### src/rtl/lrc_pkg.sv
// Shared types for the link rate controller.
// Assumes two rates only: base and doubled.
package lrc_pkg;
    typedef enum logic [1:0] {
        ST_BASE        = 2'd0,
        ST_WAIT_ACTIVE = 2'd1,
        ST_CHANGING    = 2'd2,
        ST_HIGH        = 2'd3
    } lrc_state_e;

    localparam logic [1:0] RATE_CODE_BASE = 2'd1;
    localparam logic [1:0] RATE_CODE_HIGH = 2'd2;
endpackage

### src/rtl/lrc_timeout.sv
// Cycle counter bounding how long a rate change may take.
// Counts while run_i is high, clears when it is low; expired_o marks the
// LIMIT-th cycle of a run. Assumes LIMIT >= 2.
module lrc_timeout #(
    parameter int LIMIT = 1024
) (
    input  logic clk,
    input  logic rst_n,
    input  logic run_i,
    output logic expired_o
);
    localparam int W = (LIMIT > 2) ? $clog2(LIMIT) : 1;
    localparam logic [W-1:0] LAST = W'(LIMIT - 1);

    logic [W-1:0] cnt_q;

    // Advance while a change runs, hold at zero otherwise.
    always_ff @(posedge clk) begin
        if (!rst_n || !run_i) begin
            cnt_q <= '0;
        end else if (cnt_q != LAST) begin
            cnt_q <= cnt_q + 1'b1;
        end
    end

    // Flag the final allowed cycle.
    always_comb begin
        expired_o = run_i && (cnt_q == LAST);
    end
endmodule

### src/rtl/lrc_fsm.sv
// Rate upgrade state machine: base, waiting for data-link active,
// changing, high. A timeout during a change locks out retries until a
// full retrain. Assumes all inputs are synchronous to clk.
module lrc_fsm
    import lrc_pkg::*;
(
    input  logic       clk,
    input  logic       rst_n,
    input  logic       phy_active_i,
    input  logic       dl_active_i,
    input  logic       local_hi_cap_i,
    input  logic       peer_hi_cap_i,
    input  logic       full_retrain_i,
    input  logic       rate_done_i,
    input  logic       expired_i,
    output lrc_state_e state_o,
    output logic       retrain_req_o
);
    lrc_state_e state_q, state_d;
    logic       locked_q, locked_d;
    logic       go_up;

    // All four conditions for an upgrade attempt.
    always_comb begin
        go_up = phy_active_i && dl_active_i && local_hi_cap_i
                && peer_hi_cap_i && !locked_q;
    end

    // Next-state and lock decision.
    always_comb begin
        state_d  = state_q;
        locked_d = locked_q;
        if (full_retrain_i) begin
            state_d  = ST_BASE;
            locked_d = 1'b0;
        end else begin
            unique case (state_q)
                ST_BASE: begin
                    if (phy_active_i) state_d = ST_WAIT_ACTIVE;
                end
                ST_WAIT_ACTIVE: begin
                    if (!phy_active_i) state_d = ST_BASE;
                    else if (go_up)    state_d = ST_CHANGING;
                end
                ST_CHANGING: begin
                    if (rate_done_i) begin
                        state_d = ST_HIGH;
                    end else if (expired_i) begin
                        state_d  = ST_BASE;
                        locked_d = 1'b1;
                    end
                end
                ST_HIGH: state_d = ST_HIGH;
                default: state_d = ST_BASE;
            endcase
        end
    end

    // State, lock and retrain pulse registers.
    always_ff @(posedge clk) begin
        if (!rst_n) begin
            state_q       <= ST_BASE;
            locked_q      <= 1'b0;
            retrain_req_o <= 1'b0;
        end else begin
            state_q       <= state_d;
            locked_q      <= locked_d;
            retrain_req_o <= (state_d == ST_CHANGING) && (state_q != ST_CHANGING);
        end
    end

    assign state_o = state_q;
endmodule

### src/rtl/lrc_lane_fanout.sv
// Copies the single rate decision onto every lane so lanes never differ.
module lrc_lane_fanout #(
    parameter int LANES = 8
) (
    input  logic             high_i,
    output logic [LANES-1:0] lane_rate_o
);
    for (genvar g = 0; g < LANES; g++) begin : g_lane
        // One identical select per lane.
        assign lane_rate_o[g] = high_i;
    end
endmodule

### src/rtl/link_rate_ctrl.sv
// Top of the link data rate upgrade controller. Holds base rate through
// training, upgrades after physical and data-link active with both sides
// capable, and keeps data-link-up high during the change.
// Assumes synchronous active-low reset and synchronous inputs.
module link_rate_ctrl
    import lrc_pkg::*;
#(
    parameter int LANES       = 8,
    parameter int TIMEOUT_CYC = 1024
) (
    input  logic             clk,
    input  logic             rst_n,
    input  logic             phy_active_i,
    input  logic             dl_active_i,
    input  logic             local_hi_cap_i,
    input  logic             peer_hi_cap_i,
    input  logic             full_retrain_i,
    input  logic             rate_done_i,
    output logic [LANES-1:0] lane_rate_o,
    output logic             retrain_req_o,
    output logic             dl_up_o,
    output logic [1:0]       cur_rate_o
);
    lrc_state_e state;
    logic       changing;
    logic       expired;

    lrc_fsm u_fsm (
        .clk            (clk),
        .rst_n          (rst_n),
        .phy_active_i   (phy_active_i),
        .dl_active_i    (dl_active_i),
        .local_hi_cap_i (local_hi_cap_i),
        .peer_hi_cap_i  (peer_hi_cap_i),
        .full_retrain_i (full_retrain_i),
        .rate_done_i    (rate_done_i),
        .expired_i      (expired),
        .state_o        (state),
        .retrain_req_o  (retrain_req_o)
    );

    lrc_timeout #(.LIMIT(TIMEOUT_CYC)) u_timeout (
        .clk       (clk),
        .rst_n     (rst_n),
        .run_i     (changing),
        .expired_o (expired)
    );

    lrc_lane_fanout #(.LANES(LANES)) u_fanout (
        .high_i      (changing || (state == ST_HIGH)),
        .lane_rate_o (lane_rate_o)
    );

    // Decode change phase, status code and held link-up indication.
    always_comb begin
        changing   = (state == ST_CHANGING);
        cur_rate_o = (state == ST_HIGH) ? RATE_CODE_HIGH : RATE_CODE_BASE;
        dl_up_o    = dl_active_i || changing;
    end
endmodule

### config.mk
export PLATFORM = sky130hd
export DESIGN_NAME = link_rate_ctrl
export DESIGN_NICKNAME = d
export VERILOG_FILES = /design/src/rtl/lrc_pkg.sv /design/src/rtl/lrc_timeout.sv /design/src/rtl/lrc_fsm.sv /design/src/rtl/lrc_lane_fanout.sv /design/src/rtl/link_rate_ctrl.sv
export SDC_FILE = /design/constraint.sdc
export NUM_CORES = 1
export LEC_CHECK = 0
export ABC_AREA = 1
export BUFFER_PORTS_ARGS = -buffer_cell sky130_fd_sc_hd__clkbuf_2
export CAP_MARGIN = 20
export CORE_MARGIN = 10
export CORE_UTILIZATION = 40
export CTS_BUF_LIST = sky130_fd_sc_hd__clkbuf_8
export DETAILED_ROUTE_END_ITERATION = 8
export GPL_ROUTABILITY_DRIVEN = 0
export HOLD_SLACK_MARGIN = 0.02
export PLACE_DENSITY = 0.65
export SLEW_MARGIN = 20
export SYNTH_ARGS = -nofsm -noshare
export SYNTH_HDL_FRONTEND = slang
export SYNTH_SLANG_ARGS = --single-unit
### constraint.sdc
create_clock -name clk -period 1.6 [get_ports clk]
set_input_delay 0.16 -clock clk [delete_from_list [all_inputs] [get_ports clk]]
set_output_delay 0.16 -clock clk [all_outputs]
set_load 0.02 [all_outputs]
# Word-level counts from Yosys, hierarchy flattened
# Index checks and enable logic that the tools add are counted.
dict set report classes {
  addsub 1
  mul 0
  n_div 0
  order_cmp 0
  eq_ne 7
  shifts 0
  muxes 8
  bitwise 2
  n_reduce_logical 15
}
# operator n
set op_table {}
lappend op_table {{2-bit two-way mux} 7}
lappend op_table {{10-bit by 1-bit adder with 10-bit output (second input constant)} 1}
lappend op_table {{10-bit == test (second input constant)} 1}
lappend op_table {{10-bit inequality test (second input constant)} 1}
lappend op_table {{2-bit one-hot mux with 4 select lines} 1}
lappend op_table {{2-bit == test (second input constant)} 3}
lappend op_table {{1-bit logical AND} 6}
lappend op_table {{1-bit zero test} 3}
lappend op_table {{1-bit logical OR} 3}
lappend op_table {{3-bit AND reduction} 1}
lappend op_table {{2-bit by 1-bit == test with 1-bit output (second input constant)} 1}
lappend op_table {{2-bit zero test} 1}
lappend op_table {{2-bit inequality test (second input constant)} 1}
lappend op_table {{1-bit NOT} 2}
lappend op_table {{2-bit OR reduction} 1}
dict set report word_totals {
  regBits 14
  latchBits 0
  ramBits 0
  mem_bits_ro 0
  out_inout_bits 12
  wordCells 37
  memories 0
}

# Depth between registers and ports, before layout
dict set report depth {
  word_depth 10
  depth_mapped 9
  mapped_depth_nobuf 8
}

# By module
# Synthesis repeated with hierarchy kept, for this count alone.
dict set report hier_totals {
  hier_cells 127
  hier_area_um2 835.8
}
# module n_inst cells_per_inst area_per_inst_um2
set modules_own_cells {}
lappend modules_own_cells {lrc_timeout 1 77 539.3}
lappend modules_own_cells {lrc_fsm 1 34 206.4}
lappend modules_own_cells {lrc_lane_fanout 1 8 60.1}
lappend modules_own_cells {link_rate_ctrl 1 8 30.0}

# Worst setup path after synthesis
# OpenSTA, ideal clock, no wires.
dict set report synth_path {
  path_kind {register to register}
  startpoint {reg u_timeout.cnt_q[0]}
  endpoint {reg u_timeout.cnt_q[4]}
  t_arrival_ps 1246
  t_required_ps 1485
  slack_ps 239
  stages_incl_launch_ff 9
  synth_period_minus_slack_ps 1361
  cell_sequence {dfxtp_1 -> ha_1 -> inv_1 -> nor2_2 -> and2_4 -> nand2_2 -> buf_6 -> a21oi_1 -> nor2_1}
}
dict set report synth_via {
  elab_chain_len 1
}
# element line_no
set synth_rtl {}
lappend synth_rtl {{start, declared} lrc_timeout.sv:15} ;# logic [W-1:0] cnt_q;
lappend synth_rtl {{start signal, assigned} lrc_timeout.sv:22} ;# cnt_q <= cnt_q + 1'b1;
lappend synth_rtl {{10-bit by 1-bit adder with 10-bit output / 10-bit inequality test (equally long branches)} {lrc_timeout.sv:22, lrc_timeout.sv:21}}
# Parallel ways exist; a longest one is shown, timed or not.
# A chain may end at the register's enable or synchronous reset.

# Worst setup path in the final report
# Same ends and word-level chain as after synthesis.

==> reports/summary.txt <==
worst path arrival time: 1.62 ns
post-synthesis cell type count: 22
pin count of the biggest net entering global routing: 13
postcts setup bufs: 0
Vias: 715
post-route minimum period: 1.48 ns
vias in the first global route: 699
DRT iter0 DRCs: 12
Die Area: 0.00409 mm2
post-synthesis mux area share: 0%
highest-delay cell along the critical path: dfxtp_1
Peak VDD IR: 0.557 mV
DR WL/cell: 10.5 um
RSZ-0062 raised after global routing: no
Logic pwr share: 3.7%
initial antenna violation count: 0
DRC viols: 0
Syn Area/Cell: 6.71 um2
share of cells above drive strength 1: 23.8%
Antenna diodes: 0
DR pass1 iterations: 4
Syn Inst Count: 115
fmax: 677 MHz
max-slew violation count: 0
commonest non-fill, non-tap cell in the layout: nand2_1
Reg clk slew, reported paths: 0.06 ns
Sink Count: 14
Max-cap violations: 0
Psw: 0.000147 W
clock latency on the worst-skew pair: 0.25 ns
Cell Rows: 15
status: complete, no violations
Worst-Margin Slew: 0.295 ns
CTS buffer count: 3
Antenna Nets Post-Route: 0
Syn-to-layout area delta: 15.7%
Syn. warnings: 0
post-synthesis cell area: 772 um2
vias per inst: 4.61
PwrDens: 814 mW/mm2
Overall Global Routing Usage: 8.67%
CTS tree: yes
flops & latches, synth: 14
Clk network pwr share: 48.1%
post_cts resized: 0
Die Y: 63.9 um
final hold violation count: 0
area post-placement: 838 um2
fraction of the mapped netlist area in simple logic gates: 37.0%
number of port buffers: 19
total gr overflow: 0
Max-slew headroom: 80.2%
I/O pins: 20
final worst-path cycle share: 92.3%
Setup crit start kind: flop
Root Buffer: clkbuf_8
Max clock buf depth: 2
largest area contributor in the netlist: dfxtp_1
Crit path required time: 1.74 ns
maximum fanout along the worst path: 11
largest cells by area after synthesis: dfxtp_1, nand2_1, buf_4
area fraction in compound gates after synthesis: 6.48%
Pint: 0.000581 W
Final Cell Area: 893 um2
clk_skew: 0.00158 ns
Hold-fix buffers, CTS: 0
Post-DP HPWL: 1.25 mm
Adder-Cell Fraction of Synth Area: 1.62%
Setup-failing EPs final: 0
CP cell instances: ha_1 > inv_1 > nor2_2 > and2_4 > nand2_2 > a21oi_1 > nor2_1
Core ar.: 0.00178 mm2
Flop pwr share: 48.3%
Initial Util: 43.3%
Worst Path Buf+Inv: 1
nets@finish: 140
largest family of logic cells by synthesized area: simple AND/OR/NAND/NOR gates
register area share after synthesis: 36.3%
WS Path Type: reg2reg
Max stage delay on crit path: 0.37 ns
most frequent cells in the layout: nand2_1, clkbuf_2, inv_1
setup TNS: 0 ns
Syn Nets: 124
XOR/XNOR Fraction of Synth Area: 1.13%
Die X: 63.9 um
worst hold path type: in2reg
Total Wirelength: 1.63 mm
first-pass GRT wire length: 2.94 mm
CTS H-tree depth: 1
crit-path leading delay family: simple AND/OR/NAND/NOR gates
Leakage: 0.461 nW
critical path capture point type: flop
sw frac: 20.2%
Synth top area share: 36.3%
==> logic make-up (layout without fill, tap and decap cells) <==
logic type / after synthesis / after routing
and+or+nand+nor: 65 / 65
DFF: 14 / 14
AOI/OAI and AO/OA: 8 / 8
xor gates and xnor gates: 1 / 1
buffers and inverters: 26 / 41
adders and majority gates: 1 / 1
==> stage by stage <==
step / power (W) / utilization [%] / worst slack (ns) / cells / hold WS (ns)
after floorplan: 0.000373 / - / 0.239 / 115 / 0.311
after global placement: 0.000385 / 47.0 / 0.205 / 151 / 0.414
after detailed placement: 0.000386 / 47.0 / 0.124 / 151 / 0.419
after CTS: 0.000733 / 50.1 / 0.120 / 155 / 0.160
after global routing: 0.000749 / 50.1 / 0.00473 / 155 / 0.184
final: 0.000727 / 50.1 / 0.124 / 155 / 0.165
==> registers in the layout, indices dropped and copies added (netlist names) <==
name	count
u_timeout.cnt_q	10
u_fsm.retrain_req_o	1
u_fsm.locked_q	1
u_fsm.state_o	2
==> worst paths after layout <==
check | startpoint | slack [ns] | depth (start not counted) | endpoint
setup reg to reg | u_timeout.cnt_q[0]$_SDFFE_PP0N_ | 0.12 | 7 | u_timeout.cnt_q[4]$_SDFFE_PP0N_
hold / removal | rst_n | 0.17 | 3 | u_fsm.state_o[0]$_SDFF_PN0_
setup / recovery | u_timeout.cnt_q[0]$_SDFFE_PP0N_ | 0.12 | 7 | u_timeout.cnt_q[4]$_SDFFE_PP0N_
hold reg to reg | u_fsm.locked_q$_SDFFE_PP0P_ | 0.48 | 2 | u_fsm.locked_q$_SDFFE_PP0P_
==> final cells by class <==
| type | count | area, um2 |
|---|---|---|
| fillers | 197 | 890 |
| multi-input cells | 75 | 357 |
| flip-flops and latches | 14 | 280 |
| repair buffers | 21 | 110 |
| inverters | 16 | 60.1 |
| clock buffers | 4 | 55.1 |
| well taps | 25 | 31.3 |
==> cell usage after synthesis <==
master    number
a21boi_0       1
a21oi_1        3
a31oi_1        2
and2_4         1
buf_4          8
buf_6          1
clkbuf_1       1
dfxtp_1       14
ha_1           1
inv_1         16
nand2_1       31
nand2_2        1
nand3_1        8
nand3b_1       1
nand4_1        3
nor2_1        14
nor2_2         2
nor3_1         2
o211a_1        1
o21ai_0        1
or2_2          2
xnor2_1        1
==> worst reg2reg max path: stages (launching register included) <==
cell and delay [ns]:
dfxtp_1 0.37, ha_1 0.23, inv_1 0.07, nor2_2 0.16, and2_4 0.19, nand2_2 0.14, a21oi_1 0.16, nor2_1 0.05
==> power by group through the flow <==
stage / logic (W) / registers (W) / clock network, W
after global placement: 0.0000267 / 0.000359 / 0
after floorplan: 0.0000146 / 0.000359 / 0
after CTS: 0.0000271 / 0.000351 / 0.000355
final: 0.0000268 / 0.000351 / 0.000350
after detailed placement: 0.0000269 / 0.000359 / 0
after global routing: 0.0000310 / 0.000351 / 0.000368
==> metal layers <==
layer / vias to the layer above / part of all wire, % / GRT usage, %
li1: 380 / - / -
met1: 303 / 44 / 8.59
met2: 27 / 41 / 13.9
met3: 5 / 12 / 4.53
met4: 0 / 2.6 / 5.74
met5: - / 0 / 0
(Power assumes the default switching activity.)
